File: config.mk
export PLATFORM = sky130hd
export DESIGN_NAME = dma_handover_ctrl
export DESIGN_NICKNAME = d
export VERILOG_FILES = /design/src/rtl/dma_ho_pkg.sv /design/src/rtl/dma_ho_cycle_stub.sv /design/src/rtl/dma_ho_fsm.sv /design/src/rtl/dma_ho_snoop_tags.sv /design/src/rtl/dma_handover_ctrl.sv
export SDC_FILE = /design/constraint.sdc
export NUM_CORES = 1
export LEC_CHECK = 0
export BUFFER_PORTS_ARGS = -buffer_cell sky130_fd_sc_hd__buf_2
export CAP_MARGIN = 40
export CORE_MARGIN = 10
export CORE_UTILIZATION = 60
export CTS_CLUSTER_DIAMETER = 100
export DETAILED_ROUTE_END_ITERATION = 12
export PLACE_DENSITY = 0.8
export SLEW_MARGIN = 20
export SYNTH_ARGS = -nofsm -noshare
export SYNTH_HDL_FRONTEND = slang
export SYNTH_SLANG_ARGS = --single-unit
File: constraint.sdc
create_clock -name clk_i -period 6.49 [get_ports clk_i]
set_clock_uncertainty 0.15 [all_clocks]
set_input_delay 1.6225 -clock clk_i [delete_from_list [all_inputs] [get_ports clk_i]]
set_output_delay 1.6225 -clock clk_i [all_outputs]
set_load 0.02 [all_outputs]
File: src/rtl/dma_ho_pkg.sv
package dma_ho_pkg;
  typedef enum logic [4:0] {
    ST_IDLE   = 5'b00001,
    ST_FINISH = 5'b00010,
    ST_GRANT  = 5'b00100,
    ST_SNOOP  = 5'b01000,
    ST_RELACK = 5'b10000
  } ho_state_e;
endpackage

File: src/rtl/dma_ho_cycle_stub.sv
module dma_ho_cycle_stub #(
  parameter int AW      = 16,
  parameter int CYC_LEN = 3
) (
  input  logic          clk_i,
  input  logic          rst_ni,
  input  logic          cyc_req_i,
  input  logic          may_start_i,
  output logic          busy_o,
  output logic [AW-1:0] addr_o
);
  localparam int CW = (CYC_LEN > 1) ? $clog2(CYC_LEN) : 1;

  logic          busy_q;
  logic [CW-1:0] cnt_q;
  logic [AW-1:0] addr_q;

  always_ff @(posedge clk_i or negedge rst_ni) begin
    if (!rst_ni) begin
      busy_q <= 1'b0;
      cnt_q  <= '0;
      addr_q <= '0;
    end else if (busy_q) begin
      if (cnt_q == CW'(CYC_LEN - 1)) begin
        busy_q <= 1'b0;
        cnt_q  <= '0;
        addr_q <= addr_q + 1'b1;
      end else begin
        cnt_q <= cnt_q + 1'b1;
      end
    end else if (cyc_req_i && may_start_i) begin
      busy_q <= 1'b1;
      cnt_q  <= '0;
    end
  end

  assign busy_o = busy_q;
  assign addr_o = addr_q;

  AST_NO_START_BLOCKED: assert property (@(posedge clk_i) disable iff (!rst_ni)
    (!busy_q && !may_start_i) |=> !busy_q);
endmodule

File: src/rtl/dma_ho_fsm.sv
module dma_ho_fsm
  import dma_ho_pkg::*;
(
  input  logic clk_i,
  input  logic rst_ni,
  input  logic req_i,
  input  logic gack_i,
  input  logic rel_i,
  input  logic busy_i,
  input  logic policy_i,
  output logic grant_o,
  output logic hlda_o,
  output logic rel_ack_o,
  output logic snoop_en_o,
  output logic pol_o,
  output logic bus_oe_o,
  output logic may_start_o
);
  ho_state_e state_q, state_d;
  logic gack_q, dead_q, pol_q;
  logic gack_rise, held;

  assign gack_rise = gack_i && !gack_q;
  assign held      = (state_q == ST_GRANT) || (state_q == ST_SNOOP) || (state_q == ST_RELACK);

  always_comb begin
    state_d = state_q;
    unique case (state_q)
      ST_IDLE:   if (req_i) state_d = ST_FINISH;
      ST_FINISH: if (!req_i) state_d = ST_IDLE;
                 else if (!busy_i) state_d = ST_GRANT;
      ST_GRANT:  if (!req_i) state_d = ST_IDLE;
                 else if (gack_rise) state_d = ST_SNOOP;
      ST_SNOOP:  if (rel_i) state_d = ST_RELACK;
      ST_RELACK: state_d = ST_IDLE;
      default:   state_d = ST_IDLE;
    endcase
  end

  always_ff @(posedge clk_i or negedge rst_ni) begin
    if (!rst_ni) begin
      state_q <= ST_IDLE;
      gack_q  <= 1'b0;
      dead_q  <= 1'b0;
      pol_q   <= 1'b0;
    end else begin
      state_q <= state_d;
      gack_q  <= gack_i;
      // one idle clock on the bus after any tenure
      dead_q  <= held && (state_d == ST_IDLE);
      if (state_q == ST_FINISH && state_d == ST_GRANT) pol_q <= policy_i;
    end
  end

  assign grant_o     = (state_q == ST_GRANT) || (state_q == ST_SNOOP);
  assign hlda_o      = held;
  assign rel_ack_o   = (state_q == ST_RELACK);
  assign snoop_en_o  = (state_q == ST_SNOOP);
  assign pol_o       = pol_q;
  assign bus_oe_o    = ((state_q == ST_IDLE) || (state_q == ST_FINISH)) && !dead_q;
  assign may_start_o = (state_q == ST_IDLE) && !dead_q;

  AST_STATE_ONEHOT: assert property (@(posedge clk_i) disable iff (!rst_ni)
    $onehot(state_q));
  AST_NO_CONTENTION: assert property (@(posedge clk_i) disable iff (!rst_ni)
    hlda_o |-> !bus_oe_o);
  AST_DEAD_CYCLE: assert property (@(posedge clk_i) disable iff (!rst_ni)
    $fell(hlda_o) |-> !bus_oe_o);
  AST_RELACK_PULSE: assert property (@(posedge clk_i) disable iff (!rst_ni)
    rel_ack_o |=> (!rel_ack_o && !hlda_o));
  AST_POLICY_HELD: assert property (@(posedge clk_i) disable iff (!rst_ni)
    (hlda_o && $past(hlda_o)) |-> $stable(pol_q));
endmodule

File: src/rtl/dma_ho_snoop_tags.sv
module dma_ho_snoop_tags #(
  parameter int AW      = 16,
  parameter int DW      = 8,
  parameter int ENTRIES = 8,
  localparam int IW     = (ENTRIES > 1) ? $clog2(ENTRIES) : 1
) (
  input  logic          clk_i,
  input  logic          rst_ni,
  input  logic          snoop_en_i,
  input  logic          wr_i,
  input  logic [AW-1:0] addr_i,
  input  logic [DW-1:0] data_i,
  input  logic          pol_i,
  input  logic          fill_en_i,
  input  logic [IW-1:0] fill_idx_i,
  input  logic [AW-1:0] fill_addr_i,
  input  logic [DW-1:0] fill_data_i,
  input  logic [AW-1:0] look_addr_i,
  output logic          hit_o,
  output logic          look_hit_o,
  output logic [DW-1:0] look_data_o
);
  logic [ENTRIES-1:0] valid_q;
  logic [ENTRIES-1:0] match;
  logic [AW-1:0]      tag_q  [ENTRIES];
  logic [DW-1:0]      data_q [ENTRIES];
  logic               snoop_wr;

  assign snoop_wr = snoop_en_i && wr_i;

  for (genvar g = 0; g < ENTRIES; g++) begin : g_entry
    assign match[g] = valid_q[g] && (tag_q[g] == addr_i);

    always_ff @(posedge clk_i or negedge rst_ni) begin
      if (!rst_ni) begin
        valid_q[g] <= 1'b0;
        tag_q[g]   <= '0;
        data_q[g]  <= '0;
      end else if (fill_en_i && (fill_idx_i == IW'(g))) begin
        valid_q[g] <= 1'b1;
        tag_q[g]   <= fill_addr_i;
        data_q[g]  <= fill_data_i;
      end else if (snoop_wr && match[g]) begin
        if (pol_i) data_q[g] <= data_i;
        else       valid_q[g] <= 1'b0;
      end
    end
  end

  assign hit_o = snoop_wr && (|match);

  always_comb begin
    look_hit_o  = 1'b0;
    look_data_o = '0;
    for (int i = 0; i < ENTRIES; i++) begin
      if (!look_hit_o && valid_q[i] && (tag_q[i] == look_addr_i)) begin
        look_hit_o  = 1'b1;
        look_data_o = data_q[i];
      end
    end
  end

  AST_MISS_KEEPS: assert property (@(posedge clk_i) disable iff (!rst_ni)
    (snoop_wr && !hit_o && !fill_en_i) |=> $stable(valid_q));
  AST_INVAL_CLEARS: assert property (@(posedge clk_i) disable iff (!rst_ni)
    (hit_o && !pol_i && !fill_en_i) |=> ($countones(valid_q) < $countones($past(valid_q))));
  AST_UPDATE_KEEPS: assert property (@(posedge clk_i) disable iff (!rst_ni)
    (snoop_wr && pol_i && !fill_en_i) |=> $stable(valid_q));
endmodule

File: src/rtl/dma_handover_ctrl.sv
module dma_handover_ctrl #(
  parameter int AW      = 16,
  parameter int DW      = 8,
  parameter int ENTRIES = 8,
  parameter int CYC_LEN = 3,
  localparam int IW     = (ENTRIES > 1) ? $clog2(ENTRIES) : 1
) (
  input  logic          clk_i,
  input  logic          rst_ni,
  input  logic          dma_req_i,
  input  logic          dma_gack_i,
  input  logic          dma_rel_i,
  input  logic          dma_wr_i,
  input  logic [AW-1:0] dma_addr_i,
  input  logic [DW-1:0] dma_data_i,
  input  logic          policy_i,
  output logic          grant_o,
  output logic          hlda_o,
  output logic          rel_ack_o,
  output logic          snoop_hit_o,
  input  logic          cyc_req_i,
  output logic [AW-1:0] addr_o,
  output logic          rd_o,
  output logic          bus_oe_o,
  input  logic          fill_i,
  input  logic [IW-1:0] fill_idx_i,
  input  logic [AW-1:0] fill_addr_i,
  input  logic [DW-1:0] fill_data_i,
  input  logic [AW-1:0] look_addr_i,
  output logic          look_hit_o,
  output logic [DW-1:0] look_data_o
);
  logic busy, snoop_en, pol, may_start;

  dma_ho_cycle_stub #(.AW(AW), .CYC_LEN(CYC_LEN)) u_stub (
    .clk_i(clk_i), .rst_ni(rst_ni), .cyc_req_i(cyc_req_i),
    .may_start_i(may_start), .busy_o(busy), .addr_o(addr_o)
  );

  dma_ho_fsm u_fsm (
    .clk_i(clk_i), .rst_ni(rst_ni), .req_i(dma_req_i), .gack_i(dma_gack_i),
    .rel_i(dma_rel_i), .busy_i(busy), .policy_i(policy_i), .grant_o(grant_o),
    .hlda_o(hlda_o), .rel_ack_o(rel_ack_o), .snoop_en_o(snoop_en), .pol_o(pol),
    .bus_oe_o(bus_oe_o), .may_start_o(may_start)
  );

  dma_ho_snoop_tags #(.AW(AW), .DW(DW), .ENTRIES(ENTRIES)) u_tags (
    .clk_i(clk_i), .rst_ni(rst_ni), .snoop_en_i(snoop_en), .wr_i(dma_wr_i),
    .addr_i(dma_addr_i), .data_i(dma_data_i), .pol_i(pol),
    .fill_en_i(fill_i && !hlda_o), .fill_idx_i(fill_idx_i),
    .fill_addr_i(fill_addr_i), .fill_data_i(fill_data_i),
    .look_addr_i(look_addr_i), .hit_o(snoop_hit_o),
    .look_hit_o(look_hit_o), .look_data_o(look_data_o)
  );

  assign rd_o = busy;

  AST_GRANT_AFTER_CYCLE: assert property (@(posedge clk_i) disable iff (!rst_ni)
    $rose(hlda_o) |-> !busy);
  AST_NO_CYCLE_HELD: assert property (@(posedge clk_i) disable iff (!rst_ni)
    hlda_o |-> !rd_o);
  AST_SNOOP_NEEDS_ACK: assert property (@(posedge clk_i) disable iff (!rst_ni)
    $rose(snoop_en) |-> $past(dma_gack_i));
endmodule

==> run metrics <==
htree depth=1; number of instances in the synthesized netlist=1129; number of distinct library cell variants in the gate-level netlist after synthesis=79; worst hold endpoint=u_stub.addr_o[15]$_DFFE_PN0P_; height of the die=about 170 um; element type at the critical path start=primary input; detail-routed via count per cell=around 6.3; # IOs=107; setup slack, reg-to-reg=just under 3 ns; fraction of power spent switching nets=around a third; final-stage net count=between 1000 and 1500; remaining routing DRC violations=0; routed wire length per instance=28.2 um; worst reg2reg startpoint=u_fsm.state_q[2]$_DFF_PN0_; Final Hold Fails=0; achievable clock frequency=around 160 MHz; RR Endpoint=u_tags.data_q[21]$_DFFE_PN0P_; clock-pin slew of the registers on the worst-case setup and hold paths=about 0.060 ns; unrepaired setup endpoints after global routing=no; layout cell share with drive strength beyond 1=a little over a third; source of the worst hold timing path=u_stub.addr_o[15]$_DFFE_PN0P_; maximum resistive drop on vdd=264 uV; arrival time at the worst endpoint=roughly 4.3 ns; flip-flop cell with the highest count after synthesis=sky130_fd_sc_hd__dfrtp_1; number of CTS-inserted buffers=27; setup tns final=0 ns; portion of synthesized cell area occupied by the leading cell type=between 40% and 50%; most numerous cell in the Yosys netlist=sky130_fd_sc_hd__mux2_2; row cnt=54; total wire length after detailed routing=around 43000 um; starting density of the core=around 61%; synth top area cells=sky130_fd_sc_hd__dfrtp_1 (42%), sky130_fd_sc_hd__mux2_2 (20%), sky130_fd_sc_hd__xnor2_1 (13%); clock network fraction of total power=about a third; 1st-pass router iterations=6; Int Pwr=approximately 3.3 mW; top cell type by total area after synthesis=sky130_fd_sc_hd__dfrtp_1; number of global-route vias before repair=roughly 10000; Core Region=between 20000 and 25000 um2; final-layout worst hold slack=about 0.32 ns; leakage power summed over all cells=6.34 nW; initial antenna violation count=1; shortest clock period the worst path allows after layout=between 6 and 7 ns; total power of the final layout=between 4 and 5 mW; count of buffers added by post-CTS timing repair for setup=0; via count of the routed design=between 9000 and 10000; insertion delay to the later sink of the worst-skew pair=0.55 ns; Min-Delay Path Class=flip-flop to flip-flop; fin util=around 69%; count of input and output buffers=106; power density over cell area=approximately 320 nW/um2; first-pass GRT wire length=about 64000 um; clock sink count=227; final worst setup slack=about 0.39 ns; crit path from=look_addr_i[0]; maximum number of pins on one net before global-route repair=approximately 130; CP Class=primary input to output port; number of DRC markers after the initial detailed-route iteration=~1100; post-route ant nets=0; max-cap violation count=0; period utilization=93.9%; Post-Place Cells=~1500; fin cells=about 1500; placed cell areas=~14000 um2; flip-flop and latch count after synthesis=between 200 and 250; width of the chip=about 170 um; post-place setup slack=approximately 0.46 ns; worst rel slew slack=37.8%; global placement routability congestion=1.04; clock root cell=sky130_fd_sc_hd__clkbuf_16; sequential area share after synthesis=roughly 42%; CTS tree=done; Worst Reg-to-Reg Cells=8; worst slew pin tran=between 0.9 and 1 ns; sum of overflow across all layers after global routing=0; Max Fanout on Critical Path=8; area of the die=about 29000 um2; number of cells on the worst hold path=1; post-synthesis area per instance=approximately 12 um2; type of destination of the critical path=output port; clock tree buffer depth=3; share of flip-flops with an asynchronous set or reset after synthesis=100%; number of warnings printed during yosys synthesis=0; Seq pwr share=42.4%; EDFF count, synth=0; relative contribution of combinational cells to total power=24.2%; worst endpoint required time=between 4 and 5 ns; net switching power=roughly 1.6 mW; Synth top cells by count=sky130_fd_sc_hd__mux2_2 (237), sky130_fd_sc_hd__dfrtp_1 (226), sky130_fd_sc_hd__xnor2_1 (193); mapped cell area=roughly 13000 um2; CTS resizes=0; Post-Layout Inst Area=15100 um2; hold buffers post-CTS=0; GR Util All Layers=29.4%; HPWL reported at the end of detailed placement=roughly 32000 um; run status=finished clean; number of pins with negative max-slew slack in the final report=0; setup violators final=0; synthesized netlist net count=between 1000 and 1500; layout overhead on the synthesized area=12.8%
-- cells by family (layout without fill, tap and decap cells) --
logic type	count (synthesis)	after routing	synth area share, %
XOR/XNOR	271	271	17.7
multiplexers	260	260	21.7
flip-flops	227	227	42.4
AND/OR/NAND/NOR	224	224	9.99
AO/OA/AOI/OAI	73	73	4.78
buffers and inverters	73	191	3.33
adder cells (fa/ha/maj)	1	1	0.0934
other	0	1	0
-- power by group through the flow --
stage	combinational [mW]	sequential (mW)	clock, mW
2_1_floorplan	0.766	1.97	0
3_3_place_gp	1.12	2.05	0
3_5_place_dp	1.14	2.06	0
4_1_cts	1.15	2.04	1.63
5_1_grt	1.25	2.09	1.69
6_report	1.17	2.06	1.62
-- layer usage --
layer	vias to the layer above	share of wire (%)	wire (um)	global-route usage, %
met5	-	0	0	0
met4	0	2.4	1050	6.64
met3	59	9.3	4010	7.18
met2	441	44	18800	43.5
met1	4940	45	19200	42.8
li1	4242	-	-	-
-- sequential cells by signal, summed over array words and instances (netlist names) --
register / flops
u_fsm.gack_q: 1
u_stub.busy_o: 1
u_tags.data_q: 64
u_tags.tag_q: 128
u_stub.cnt_q: 2
u_fsm.state_q: 5
u_fsm.pol_o: 1
u_stub.addr_o: 16
u_fsm.dead_q: 1
u_tags.valid_q: 8
-- critical path: stages --
cell and delay (ns):
sky130_fd_sc_hd__buf_2 0.19, sky130_fd_sc_hd__xor2_1 0.19, sky130_fd_sc_hd__nor3_1 0.40, sky130_fd_sc_hd__nand4_1 0.33, sky130_fd_sc_hd__a211oi_1 0.53, sky130_fd_sc_hd__and3b_1 0.44, sky130_fd_sc_hd__a211oi_1 0.13, sky130_fd_sc_hd__a22oi_1 0.26
sky130_fd_sc_hd__buf_2 0.22
-- layout make-up --
| cell class | count | area [um2] |
|---|---|---|
| Antenna cell | 1 | 2.50 |
| Clock buffer | 36 | 759 |
| Clock inverter | 14 | 190 |
| Fill cell | 1627 | 6790 |
| Inverter | 13 | 48.8 |
| Multi-Input combinational cell | 829 | 7280 |
| Sequential cell | 227 | 5680 |
| Tap cell | 280 | 350 |
| Timing Repair Buffer | 128 | 793 |
-- placed cells by master, fill, tap and decap left out, types with 7 or more instances in the layout --
cell type and count:
sky130_fd_sc_hd__xor2_1 78, sky130_fd_sc_hd__nor4_1 32, sky130_fd_sc_hd__nor3_1 12, sky130_fd_sc_hd__a21oi_1 7
sky130_fd_sc_hd__xnor2_1 193, sky130_fd_sc_hd__and3_1 9, sky130_fd_sc_hd__nor2_1 16, sky130_fd_sc_hd__nand4_1 45
sky130_fd_sc_hd__a21o_1 7, sky130_fd_sc_hd__buf_4 16, sky130_fd_sc_hd__o221ai_1 7, sky130_fd_sc_hd__dfrtp_1 226
sky130_fd_sc_hd__mux2_2 237, sky130_fd_sc_hd__clkbuf_16 27, sky130_fd_sc_hd__inv_1 13, sky130_fd_sc_hd__or3_1 7
sky130_fd_sc_hd__nand2_1 43, sky130_fd_sc_hd__mux2i_1 23, sky130_fd_sc_hd__nand3_1 16, sky130_fd_sc_hd__buf_2 105
-- worst max-delay path by stage --
| stage | to | cells after the start |
|---|---|---|
| after global routing | look_data_o[6] | 9 |
| final | look_data_o[6] | 9 |
| after detailed placement | look_data_o[6] | 9 |
| after floorplan | look_data_o[0] | 9 |
| after CTS | look_data_o[6] | 9 |
| after global placement | look_data_o[6] | 9 |
Note: power is estimated with default switching activity, not from simulation.
